--- src/rtl/vcfg_pkg.sv ---
// Package: shared field layout for the vector configuration unit.
// Assumes the low byte of the type word holds the four requested fields.
package vcfg_pkg;

    localparam int unsigned FIELD_W = 3;
    localparam int unsigned FIELDS_BITS = 8;

    // Requested fields, most significant first: mask flag in bit 7,
    // tail flag in bit 6, width code 5:3, multiplier code 2:0.
    typedef struct packed {
        logic                 mask_agn;
        logic                 tail_agn;
        logic [FIELD_W-1:0]   width_code;
        logic [FIELD_W-1:0]   mult_code;
    } cfg_fields_t;

    localparam logic [FIELD_W-1:0] MULT_RESERVED = 3'b100;

endpackage

--- src/rtl/vcfg_legal.sv ---
// Module: decides whether a width/multiplier pair is supported and
// derives the maximum vector length for it.
// Assumes: VLEN is a power of two, ELEN a power of two of at least 8.
// A fraction 1/2^k is accepted when width_code + k <= log2(ELEN/8).
module vcfg_legal #(
    parameter int unsigned VLEN = 128,
    parameter int unsigned ELEN = 32,
    parameter int unsigned VL_W = $clog2(VLEN + 1)
) (
    input  logic [2:0]      width_code,
    input  logic [2:0]      mult_code,
    output logic            legal,
    output logic [VL_W-1:0] vlmax
);
    import vcfg_pkg::*;

    localparam int unsigned WIDTH_CODE_MAX = $clog2(ELEN / 8);
    localparam logic [VL_W-1:0] BYTES_PER_REG = VL_W'(VLEN / 8);

    logic            width_ok;
    logic            mult_ok;
    logic [2:0]      frac_shift;
    logic [VL_W-1:0] per_reg;
    logic [VL_W-1:0] scaled;

    // Legality of the width code and of the multiplier code against it.
    always_comb begin
        width_ok   = (int'(width_code) <= int'(WIDTH_CODE_MAX));
        frac_shift = 3'd4 - {1'b0, mult_code[1:0]};
        if (!mult_code[2]) begin
            mult_ok = 1'b1;
        end else if (mult_code == MULT_RESERVED) begin
            mult_ok = 1'b0;
        end else begin
            mult_ok = (int'(width_code) + int'(frac_shift)) <= int'(WIDTH_CODE_MAX);
        end
        legal = width_ok && mult_ok;
    end

    // Elements per register, scaled up or down by the multiplier.
    always_comb begin
        per_reg = BYTES_PER_REG >> width_code;
        if (mult_code[2]) begin
            scaled = per_reg >> frac_shift;
        end else begin
            scaled = per_reg << mult_code[1:0];
        end
        vlmax = legal ? scaled : '0;
    end

endmodule

--- src/rtl/vcfg_grant.sv ---
// Module: picks the requested length source and grants a length.
// Assumes vlmax is 0 whenever legal is low.
module vcfg_grant #(
    parameter int unsigned XLEN  = 32,
    parameter int unsigned IMM_W = 5,
    parameter int unsigned VL_W  = 8
) (
    input  logic             avl_from_imm,
    input  logic [XLEN-1:0]  avl_rs,
    input  logic [IMM_W-1:0] avl_uimm,
    input  logic             legal,
    input  logic [VL_W-1:0]  vlmax,
    output logic [VL_W-1:0]  vl_next
);
    logic [XLEN-1:0] avl_req;
    logic            over_max;

    // Select the length source and saturate against the maximum.
    always_comb begin
        avl_req  = avl_from_imm ? XLEN'(avl_uimm) : avl_rs;
        over_max = avl_req > XLEN'(vlmax);
        if (!legal) begin
            vl_next = '0;
        end else if (over_max) begin
            vl_next = vlmax;
        end else begin
            vl_next = avl_req[VL_W-1:0];
        end
    end

endmodule

--- src/rtl/vcfg_state.sv ---
// Module: architectural length and type registers plus the done pulse.
// Assumes load is a single-cycle strobe; reset is synchronous, active low.
module vcfg_state #(
    parameter int unsigned XLEN = 32,
    parameter int unsigned VL_W = 8
) (
    input  logic            clk,
    input  logic            rst_n,
    input  logic            load,
    input  logic [VL_W-1:0] vl_next,
    input  logic [XLEN-1:0] vtype_next,
    output logic [VL_W-1:0] vl_q,
    output logic [XLEN-1:0] vtype_q,
    output logic            done_q
);
    localparam logic [XLEN-1:0] VTYPE_RESET = {1'b1, {(XLEN-1){1'b0}}};

    // Capture the granted configuration and raise done for one cycle.
    always_ff @(posedge clk) begin
        if (!rst_n) begin
            vl_q    <= '0;
            vtype_q <= VTYPE_RESET;
            done_q  <= 1'b0;
        end else begin
            done_q <= load;
            if (load) begin
                vl_q    <= vl_next;
                vtype_q <= vtype_next;
            end
        end
    end

endmodule

--- src/rtl/vcfg_unit.sv ---
// Module: vector configuration unit top. Decodes the requested type
// word, checks legality, grants a length and stores both.
// Assumes requests arrive as single-cycle strobes with stable operands.
module vcfg_unit #(
    parameter int unsigned VLEN  = 128,
    parameter int unsigned ELEN  = 32,
    parameter int unsigned XLEN  = 32,
    parameter int unsigned IMM_W = 5,
    localparam int unsigned VL_W = $clog2(VLEN + 1)
) (
    input  logic             clk,
    input  logic             rst_n,
    input  logic             cfg_valid,
    input  logic             avl_from_imm,
    input  logic [XLEN-1:0]  avl_rs,
    input  logic [IMM_W-1:0] avl_uimm,
    input  logic [XLEN-1:0]  vtype_in,
    output logic [VL_W-1:0]  vl_out,
    output logic [XLEN-1:0]  vtype_out,
    output logic             vill_out,
    output logic             cfg_done
);
    import vcfg_pkg::*;

    cfg_fields_t     req_fields;
    logic            legal;
    logic [VL_W-1:0] vlmax;
    logic [VL_W-1:0] vl_next;
    logic [XLEN-1:0] vtype_next;
    logic            unused_vtype_hi;

    // Pull the requested fields from the low byte; the rest is ignored.
    always_comb begin
        req_fields      = cfg_fields_t'(vtype_in[FIELDS_BITS-1:0]);
        unused_vtype_hi = ^vtype_in[XLEN-1:FIELDS_BITS];
    end

    vcfg_legal #(
        .VLEN (VLEN),
        .ELEN (ELEN),
        .VL_W (VL_W)
    ) u_legal (
        .width_code (req_fields.width_code),
        .mult_code  (req_fields.mult_code),
        .legal      (legal),
        .vlmax      (vlmax)
    );

    vcfg_grant #(
        .XLEN  (XLEN),
        .IMM_W (IMM_W),
        .VL_W  (VL_W)
    ) u_grant (
        .avl_from_imm (avl_from_imm),
        .avl_rs       (avl_rs),
        .avl_uimm     (avl_uimm),
        .legal        (legal),
        .vlmax        (vlmax),
        .vl_next      (vl_next)
    );

    // Build the stored type word: illegal flag on top, fields at the bottom.
    always_comb begin
        vtype_next                    = '0;
        vtype_next[XLEN-1]            = ~legal;
        vtype_next[FIELDS_BITS-1:0]   = req_fields;
    end

    vcfg_state #(
        .XLEN (XLEN),
        .VL_W (VL_W)
    ) u_state (
        .clk        (clk),
        .rst_n      (rst_n),
        .load       (cfg_valid),
        .vl_next    (vl_next),
        .vtype_next (vtype_next),
        .vl_q       (vl_out),
        .vtype_q    (vtype_out),
        .done_q     (cfg_done)
    );

    // Expose the stored illegal flag.
    assign vill_out = vtype_out[XLEN-1];

endmodule

--- config.mk ---
export PLATFORM = sky130hd
export DESIGN_NAME = vcfg_unit
export DESIGN_NICKNAME = d
export VERILOG_FILES = /design/src/rtl/vcfg_pkg.sv /design/src/rtl/vcfg_legal.sv /design/src/rtl/vcfg_grant.sv /design/src/rtl/vcfg_state.sv /design/src/rtl/vcfg_unit.sv
export SDC_FILE = /design/constraint.sdc
export NUM_CORES = 1
export LEC_CHECK = 0
export BUFFER_PORTS_ARGS = -buffer_cell sky130_fd_sc_hd__clkbuf_2
export CAP_MARGIN = 25
export CORE_MARGIN = 3
export CORE_UTILIZATION = 42
export CTS_CLUSTER_SIZE = 30
export DETAILED_ROUTE_END_ITERATION = 6
export PLACE_DENSITY = 0.81
export REMOVE_ABC_BUFFERS = 1
export SLEW_MARGIN = 20
export SYNTH_ARGS = -nofsm -noshare
export SYNTH_HDL_FRONTEND = slang
export SYNTH_SLANG_ARGS = --single-unit
--- constraint.sdc ---
create_clock -name clk -period 4.9 [get_ports clk]
set_input_delay 0.245 -clock clk [delete_from_list [all_inputs] [get_ports clk]]
set_output_delay 0.245 -clock clk [all_outputs]
set_load 0.005 [all_outputs]
==> out/metrics.cfg, run 1 <==
[yosys]
synthAdderAreaFrac_pct = 10.3
yosysTopAreaCell = dfxtp_1
ys_seq_elements = 18
ys_types = 48
syn_inst = 207
synth.area.mux_share_pct = 10.1
synth_compound_area_share_pct = 15.8
synth_top_family_by_area = simple AND/OR/NAND/NOR gates
synth_edf_count = 0
synth-main-ff-cell = dfxtp_1
ys_warn_count = 0
synthArstFlopShare_pct = 0
netlist_top_cells_area = dfxtp_1 22%, buf_4 11%, ha_1 9.1%
yosys.area_share.simple_pct = 25.7
syn_area_per_cell_um2 = 7.99
synthXorXnorAreaFrac_pct = 1.06
netlist_area_um2 = 1650
synth_top_area_share_pct = 21.8
yosysSeqAreaShare_pct = 21.8
yosysMostFrequentCell = buf_4
synthTopCellsByCount = 24 x buf_4, 18 x dfxtp_1, 18 x nand2_1, 14 x nor2b_1, 12 x ha_1

[floorplan]
dieArea_um2 = 4730
fp.dieW_um = 68.8
pin_count = 115
core_area_um2 = 3720
initial_core_util_pct = 44.5
die_height_um = 68.8
core.rowCount = 22

[detailed_routing]
wl_per_cell_um = 12.7
drtPass1Iterations = 4
viasPerCell = 5.23
drc = 0
dr.first_iter.drc_count = 44
vias = 1648
wl_um = 4000
ant_nets = 0

[setup_path]
endpoint_kind = flop
crit_arrival_ns = 3.89
cp-start-kind = input pin
critical_path_class = input pin to flop
cp_max_fo = 12
required_ns = 5.09

[global_route]
antenna_found_initial = 0
grtUsageTotal_pct = 16.5
grt_pass1_wl_um = 6090
grt_pass1_vias = 1452
grt_max_degree = 15
grt_overflow = 0

[timing]
min_period_ns = 3.70
relSlewSlack_pct = 66.0
finalSetupTns_ns = 0
fmax_ghz = 0.271
report.final.slew_viol_count = 0
finalHoldViolations = 0
rsz0062_at_grt = false
fin_skew_ns = 0
tightestPinTransition_ns = 0.509
setup_violations = 0
finalCritPeriodShare_pct = 75.4

[placed_design]
dp_hpwl_um = 3270
io_buffers = 67
dp_cells = 311
gp_congestion = 0.899

[pwr]
vdd_drop_max_uv = 214
p_leak_nw = 0.932
p_per_area_nw_per_um2 = 197

[min_path]
hp-class = input pin to flop

[clocking]
cts.htree.levels = 1
clk_latency_ns = 0.25
path_clk_slew_ns = 0.07
cts_made_buffers = 3
clkSinkCount = 18
clockRootBuffer = clkbuf_8
clk_path_buf_depth = 2
cts_tree = yes
post_cts_resized = 0
postCtsSetupBuffers = 0
hold_buffers = 0

[layout]
multi_input_area_um2 = 1130
fin_cells = 315
antenna_cells = 0
syn_to_final_growth_pct = 19.2
nNetsFinal = 354
final_util_pct = 53.1
final-seq-area_um2 = 360
drive_above_1_share_pct = 30.3
nFillCells = 368

[run_status]
status = finished clean

[run]
cap_violations = 0

==> kinds of logic (layout without fill, tap and decap cells) <==
kind of cell	count (synthesis)	after routing
other	1	23
adder cells (fa/ha/maj)	13	13
buffers and inverters	41	79
AO/OA/AOI/OAI	37	37
XOR/XNOR	2	2
AND/OR/NAND/NOR	79	79
flip-flops	18	18
multiplexers	16	16
==> worst max-delay path, stage by stage <==
cell and delay [ns]:
clkbuf_2 0.19, inv_1 0.14, ha_1 0.46, fa_1 0.47, a221oi_1 0.36, o221a_2 0.37, nand2_1 0.11, ha_1 0.31
nand4_1 0.09, nor2b_1 0.15, a211oi_2 0.26, buf_4 0.23, mux2_2 0.38, o21ai_2 0.10
==> per-layer routing <==
metal | wire length (um) | part of all wire, % | GRT usage (%)
met1 | 1720 | 43 | 20.5
met2 | 1890 | 47 | 29.0
met3 | 342 | 8.5 | 2.59
met4 | 46 | 1.1 | 5.35
met5 | 0 | 0 | 0
==> placed cells by master (no fill, tap or decap), drive strengths merged, types with 3 or more instances in the layout <==
master,netlist,routed
nor2,6,6
clkbuf,4,71
o21ai,10,10
nor4,7,7
nand2,18,18
mux2,5,5
nor2b,14,14
inv,7,7
nand4,7,7
mux2i,11,11
nor3,7,7
and2,4,4
a21oi,8,8
conb,1,23
ha,12,12
or3,3,3
nand3,6,6
dfxtp,18,18
==> final timing paths <==
kind / depth (start not counted) / to / slack, ns / from
max reg2reg: 2 / u_state.vl_q[5] / 4.10 / u_state.vl_q[5]
min: 2 / u_state.vtype_q[31] / 0.25 / rst_n
max: 14 / u_state.vl_q[0] / 1.20 / vtype_in[0]
min reg2reg: 2 / u_state.vl_q[7] / 0.46 / u_state.vl_q[7]
==> state kept, by name (all words and copies together), names as in the netlist <==
register         count
u_state.vtype_q      9
u_state.vl_q         8
u_state.done_q       1
==> through the flow <==
step	hold slack [ns]	setup WS (ns)	area (um2)	total power [W]
2_1_floorplan	0.307	1.40	1510	0.000223
3_3_place_gp	0.446	1.03	1920	0.000270
3_5_place_dp	0.454	0.985	1920	0.000273
4_1_cts	0.250	1.24	1970	0.000391
5_1_grt	0.284	0.979	1970	0.000415
6_report	0.249	1.20	1970	0.000389
==> report_power, final <==
part | total (W) | internal, W | switching [W] | leakage (nW)
sequential | 0.000155 | 0.000152 | 0.00000283 | 0.147
clock | 0.000119 | 0.0000713 | 0.0000476 | 0.0288
combinational | 0.000116 | 0.0000510 | 0.0000647 | 0.756
==> final cells by class <==
type / instances / area share (%)
inverters: 7 / 1.33
multi-input cells: 170 / 57.2
flip-flops and latches: 18 / 18.3
clock buffers: 4 / 2.79
repair buffers: 68 / 17.4
well taps: 48 / 3.05
No activity file was read; power rests on OpenSTA's default activity.
==> run 2, diff against run 1 <==
- clock period: 4.9 -> 3.6 ns (I/O delays scaled with it)
==> out/metrics.cfg, run 2 (synthesized netlist as in run 1, its figures left out) <==
[pwr]
vdd_drop_max_uv = 318  ; +49%
p_leak_nw = 0.957  ; +2.6%
power_frac_seq_pct = 39.4  ; -0.3 points
power_frac_comb_pct = 30.6  ; +0.9 points
switchingPower_w = 0.000157  ; +37%
p_per_area_nw_per_um2 = 266  ; +35%
swShare_pct = 29.4  ; -0.18 points
p_int_w = 0.000378  ; +38%
clkPwrFrac_pct = 30.0  ; -0.5 points

[min_path]
min_path_cells = 2  ; unchanged
hp-class = input pin to flop

[timing]
min_period_ns = 3.25
report.final.slew_viol_count = 0  ; unchanged
rsz0062_at_grt = false
tightestPinTransition_ns = 0.579  ; +0.0697 ns
relSlewSlack_pct = 61.3  ; -4.7 points
finalCritPeriodShare_pct = 90.2
finalSetupTns_ns = 0  ; unchanged
fmax_ghz = 0.308
setup_violations = 0  ; unchanged
finalHoldViolations = 0  ; unchanged
fin_skew_ns = 0  ; unchanged

[layout]
fin_area_um2 = 2010  ; +1.9%
nFillCells = 356  ; -3.3%
nNetsFinal = 359  ; +1.4%
final_common_cell = clkbuf_2
syn_to_final_growth_pct = 21.5
final_cell_mix = 67 x clkbuf_2, 23 x conb_1, 18 x nand2_1, 18 x dfxtp_1, 14 x nor2b_1
largest_reg_flops = 9  ; unchanged
drive_above_1_share_pct = 31.6  ; +1.3 points
antenna_cells = 0  ; unchanged
regMostFlops = u_state.vtype_q
reg_top3 = u_state.vtype_q (9), u_state.vl_q (8), u_state.done_q (1)

[floorplan]
pin_count = 115  ; unchanged
core.rowCount = 22  ; unchanged
dieArea_um2 = 4730  ; unchanged
initial_core_util_pct = 44.5  ; unchanged
fp.dieW_um = 68.8  ; unchanged
core_area_um2 = 3720  ; unchanged
die_height_um = 68.8  ; unchanged

[setup_path]
crit_arrival_ns = 3.38  ; -0.51 ns
endpoint_kind = flop
critPathSlowestCell = fa_1
cp_cell_sequence = clkbuf_2 > inv_1 > ha_1 > fa_1 > a221oi_1 > o221a_2 > nand2_1 > ha_1 > a21oi_1 > o21ai_0 > a211oi_2 > buf_4 > mux2i_1 > o21ai_0
cp_num_buf_inv = 3  ; unchanged
rr_worst_depth = 2  ; unchanged
cp_top_family = compound AO/OA/AOI/OAI gates
crit_cells = 14  ; unchanged
crit_path_max_incr_delay_ns = 0.46  ; about the same
cp_max_fo = 11  ; -1
cp-start-kind = input pin
critical_path_class = input pin to flop
required_ns = 3.73  ; -1.36 ns
r2r_slack_ns = 2.80  ; -1.30 ns

[clocking]
clk_path_buf_depth = 2  ; unchanged
hold_buffers = 0  ; unchanged
path_clk_slew_ns = 0.07  ; about the same
clockRootBuffer = clkbuf_8
cts.htree.levels = 1  ; unchanged
clkSinkCount = 18  ; unchanged
clk_latency_ns = 0.25  ; about the same
postCtsSetupBuffers = 0  ; unchanged
cts_tree = yes
cts_made_buffers = 3  ; unchanged
post_cts_resized = 0  ; unchanged

[detailed_routing]
vias = 1659  ; +0.67%
viasPerCell = 5.18  ; -0.91%
dr.first_iter.drc_count = 42  ; -4.5%
ant_nets = 0  ; unchanged
drc = 0  ; unchanged
drtPass1Iterations = 4  ; unchanged
wl_per_cell_um = 12.5  ; -1.5%
wl_um = 4000  ; about the same

[run_status]
status = finished clean

[placed_design]
postPlaceCellArea_um2 = 1950  ; +2.0%
gp_congestion = 0.895  ; -0.49%
dp_hpwl_um = 3250  ; -0.75%
io_buffers = 67  ; unchanged

[global_route]
grt_max_degree = 15  ; unchanged
grt_overflow = 0  ; unchanged
grt_pass1_vias = 1501  ; +3.4%
antenna_found_initial = 0  ; unchanged
use_met1_pct = 23.0  ; +2.6 points
use_met3_pct = 2.11  ; -0.49 points
grt_pass1_wl_um = 6510  ; +6.9%
top_usage_layer = met2
met2_usage_pct = 31.2  ; +2.3 points
grtUsageTotal_pct = 17.8  ; +1.3 points

[run]
cap_violations = 0  ; unchanged

## run 2: worst paths after layout
path                   startpoint                   to
setup / recovery      vtype_in[0]      u_state.vl_q[4]
hold / removal              rst_n  u_state.vtype_q[31]
setup reg to reg  u_state.vl_q[5]      u_state.vl_q[5]
hold reg to reg   u_state.vl_q[0]      u_state.vl_q[0]
## run 2: final cells by class
type	count	area (um2)	share of cell area (%)
inverter	7	26.3	1.31
multi-input combinational	170	1130	56.1
tap	48	60.1	2.99
timing repair buffer	73	380	18.9
sequential	18	360	17.9
clock buffer	4	55.1	2.74
## run 2: worst register-to-register path: cells and delay by family, from the launching register on
kind	cells	cell delay [ns]
simple gates	1	0.12
flops	1	0.31
compound gates	1	0.26
## run 2: per-layer routing
layer / part of all wire, % / vias to the layer above
li1: - / 834
met1: 43 / 748
met2: 48 / 73
met3: 8.3 / 4
met4: 0.65 / 0
met5: 0 / -
## run 2: stage by stage
stage               total power (W)  cells  util (%)  worst slack, ns  hold slack [ns]
finish                     0.000535    320      54.1            0.352            0.186
global route               0.000574    320      54.1            0.142            0.235
CTS                        0.000537    320      54.1            0.337            0.193
detailed placement         0.000377    316      52.6           0.0864            0.450
global placement           0.000374    316      52.6            0.128            0.438
floorplan                  0.000303    195         -            0.169            0.242
## run 2: power groups by stage
stage	sequential, W	clock (W)	combinational [W]
2_1_floorplan	0.000216	0	0.0000877
3_3_place_gp	0.000215	0	0.000159
3_5_place_dp	0.000215	0	0.000162
4_1_cts	0.000211	0.000163	0.000163
5_1_grt	0.000211	0.000175	0.000188
6_report	0.000211	0.000161	0.000164
==> run 3, diff against run 2 <==
- CORE_UTILIZATION: 42 -> 49
- PLACE_DENSITY: 0.81 -> 0.82
- SYNTH_HIERARCHICAL: default -> 1
==> out/metrics.cfg, run 3 <==
[run_status]
status = finished clean

[floorplan]
initial_core_util_pct = 51.3  ; +6.8 points
dieArea_um2 = 6380  ; +35%
core_area_um2 = 5200  ; +40%
core.rowCount = 26  ; +18%
die_height_um = 79.9  ; +16%
fp.dieW_um = 79.9  ; +16%
pin_count = 115  ; unchanged

[timing]
fin_skew_ns = 0  ; unchanged
finalCritPeriodShare_pct = 93.7  ; +3.4 points
finalHoldViolations = 0  ; unchanged
min_period_ns = 3.37  ; +0.124 ns
setup_violations = 0  ; unchanged
finalSetupTns_ns = 0  ; unchanged
relSlewSlack_pct = 45.1  ; -16 points
hold_slack_ns = 0.147  ; -0.0398 ns
report.final.slew_viol_count = 0  ; unchanged
tightestPinTransition_ns = 0.824  ; +0.245 ns
fmax_ghz = 0.297  ; -3.7%

[detailed_routing]
vias = 2332  ; +41%
dr.first_iter.drc_count = 150  ; +260%
wl_met2_um = 2780  ; +45%
top_layer = met4
wl_met3_um = 516  ; +55%
drc = 0  ; unchanged
wl_um = 5850  ; +46%
wl_per_cell_um = 12.6  ; +0.53%
viasPerCell = 5.02  ; -3.3%
met1_length_um = 2490  ; +44%
drtPass1Iterations = 4  ; unchanged
ant_nets = 0  ; unchanged

[placed_design]
gp_congestion = 0.915  ; +2.3%
postPlaceCellArea_um2 = 3240  ; +66%
dp_hpwl_um = 4430  ; +36%
io_buffers = 90  ; +34%

[pwr]
p_per_area_nw_per_um2 = 307  ; +15%
vdd_drop_max_uv = 217  ; -32%
p_leak_nw = 1.58  ; +65%
power.total_w = 0.00103  ; +92%

[global_route]
grt_max_degree = 42  ; +27
antenna_found_initial = 0  ; unchanged
grt_pass1_wl_um = 9940  ; +53%
grt_overflow = 0  ; unchanged
grtUsageTotal_pct = 19.1  ; +1.4 points
grt_pass1_vias = 2237  ; +49%

[layout]
reg_top3 = u_state/vtype_q (32), u_state/vl_q (8), u_state/done_q (1)
nNetsFinal = 480  ; +34%
syn_to_final_growth_pct = 24.8
final_cell_mix = 90 x clkbuf_2, 47 x nor2b_1, 45 x mux2i_1
antenna_cells = 0  ; unchanged
regMostFlops = u_state/vtype_q
drive_above_1_share_pct = 33.4  ; +1.8 points
fin_area_um2 = 3330  ; +66%
final_common_cell = clkbuf_2
largest_reg_flops = 32  ; +23

[clocking]
cts.htree.levels = 2  ; +1
clkSinkCount = 41  ; +23
cts_tree = yes
clk_latency_ns = 0.29  ; +0.04 ns
hold_buffers = 0  ; unchanged
cts_made_buffers = 5  ; +2
clk_path_buf_depth = 2  ; unchanged
path_clk_slew_ns = 0.08  ; about the same
clockRootBuffer = clkbuf_8

[yosys]
yosysMostFrequentCell = nor2b_1
ys_types = 55  ; +15%
ys_warn_count = 6  ; +6
synth.area.mux_share_pct = 19.1  ; +9.0 points
netlist_area_um2 = 2670  ; +62%
synth-main-ff-cell = dfxtp_1
synthTopCellsByCount = 47 x nor2b_1, 45 x mux2i_1, 41 x dfxtp_1, 18 x nand2_1
synthXorXnorAreaFrac_pct = 0.983  ; -0.076 points
yosysTopAreaCell = dfxtp_1
synth_compound_area_share_pct = 9.74  ; -6.1 points
yosys.area_share.simple_pct = 24.8  ; -0.91 points
synth_top_area_share_pct = 30.7  ; +8.9 points
ys_seq_elements = 41  ; +23
syn_area_per_cell_um2 = 9.68  ; +21%
synth_edf_count = 0  ; unchanged
syn_inst = 276  ; +33%
netlist_top_cells_area = dfxtp_1 31%, mux2i_1 17%, nor2b_1 11%
synthAdderAreaFrac_pct = 6.37  ; -3.9 points
synthArstFlopShare_pct = 0  ; unchanged
yosysSeqAreaShare_pct = 30.7  ; +8.9 points
synth_top_family_by_area = simple AND/OR/NAND/NOR gates

[setup_path]
crit_arrival_ns = 3.60  ; +0.22 ns
cp_max_fo = 7  ; -4
critical_path_class = input pin to flop
critPathMostFrequentCell = ha_1
cp_num_buf_inv = 5  ; +2
reg2reg_to = u_state/vtype_q[31]
crit_cells = 19  ; +5
r2r_slack_ns = 2.94  ; +0.14 ns
required_ns = 3.83  ; +0.10 ns
endpoint_kind = flop
rr_worst_depth = 2  ; unchanged
cp_top_family = compound AO/OA/AOI/OAI gates
cp-start-kind = input pin
cp_cell_sequence = clkbuf_2 > inv_1 > ha_1 > buf_4 > ha_1 > nand2_1 > a31oi_1 > a2111oi_4 > a21boi_2 > inv_1 > ha_1 > nor2b_1 > o211ai_1 > a211o_1 > o211ai_4 > buf_4 > mux2i_1 > mux2i_1 > nor2b_1
r2r_start = u_state/vtype_q[31]
crit_path_max_incr_delay_ns = 0.44  ; -0.02 ns
critPathSlowestCell = a2111oi_4

[min_path]
hold_path.startpoint = vtype_in[6]
min_to = u_state/vtype_q[6]
min_path_cells = 3  ; +1
hp-class = input pin to flop

[run]
cap_violations = 0  ; unchanged

[run 3: cell count changes after synthesis, moves of 5 or more]
cell     before  now
mux2i_1      11   45
o21ai_0       9    2
buf_4        24    2
dfxtp_1      18   41
inv_1         7   12
nor2b_1      14   47
[run 3: power by group]
group          switching (W)  leakage [nW]  total, W  internal (W)
Sequential         0.0000114         0.337  0.000487      0.000476
Clock               0.000154        0.0450  0.000289      0.000134
Combinational       0.000125          1.20  0.000249      0.000124
Total               0.000290          1.58   0.00103      0.000735
[run 3: area by class of cell]
type	instances	area, um2
inverters	12	45.0
clock inverters	2	10.0
fillers	469	1870
repair buffers	107	578
multi-input cells	227	1720
clock buffers	6	72.6
flip-flops and latches	41	821
well taps	70	87.6
[run 3: through the flow]
step                util (%)  instances  setup slack, ns
global route            64.1        465          -0.0126
detailed placement      62.3        456           -0.217
finish                  64.1        465            0.229
CTS                     63.8        464           0.0635
global placement        62.3        456           -0.127
floorplan                  -        280           -0.335
[run 3: per-layer routing]
layer | vias up | GRT usage [%]
met2 | 83 | 33.6
met1 | 1071 | 22.9
met4 | 0 | 5.24
met5 | - | 0
li1 | 1171 | -
met3 | 7 | 4.97
[run 3: worst max path at each step]
stage | from | endpoint | slack, ns
global route | vtype_in[0] | u_state/vl_q[3] | -0.01
global placement | vtype_in[0] | u_state/vl_q[5] | -0.13
detailed placement | vtype_in[0] | u_state/vl_q[3] | -0.22
finish | vtype_in[0] | u_state/vl_q[3] | 0.23
CTS | vtype_in[0] | u_state/vl_q[2] | 0.06
floorplan | vtype_in[1] | u_state/vl_q[0] | -0.34
[run 3: what timing repair did]
item,4_1_cts,5_1_grt
endpoints found under the hold margin,0,0
gates resized for setup,0,2
setup endpoints to repair,0,8
buffers inserted,0,1
[run 3: worst min-delay path, stage by stage]
cell	delay, ns
clkbuf_2	0.07
mux2i_1	0.05
nor2b_1	0.09
[run 3: cell families (layout without fill, tap and decap cells)]
logic type | after synthesis | after routing
adders and majority gates | 13 | 13
xor gates and xnor gates | 3 | 3
AOI/OAI and AO/OA | 31 | 31
and+or+nand+nor | 107 | 107
buffers and inverters | 30 | 127
DFF | 41 | 41
other | 1 | 23
muxes | 50 | 50
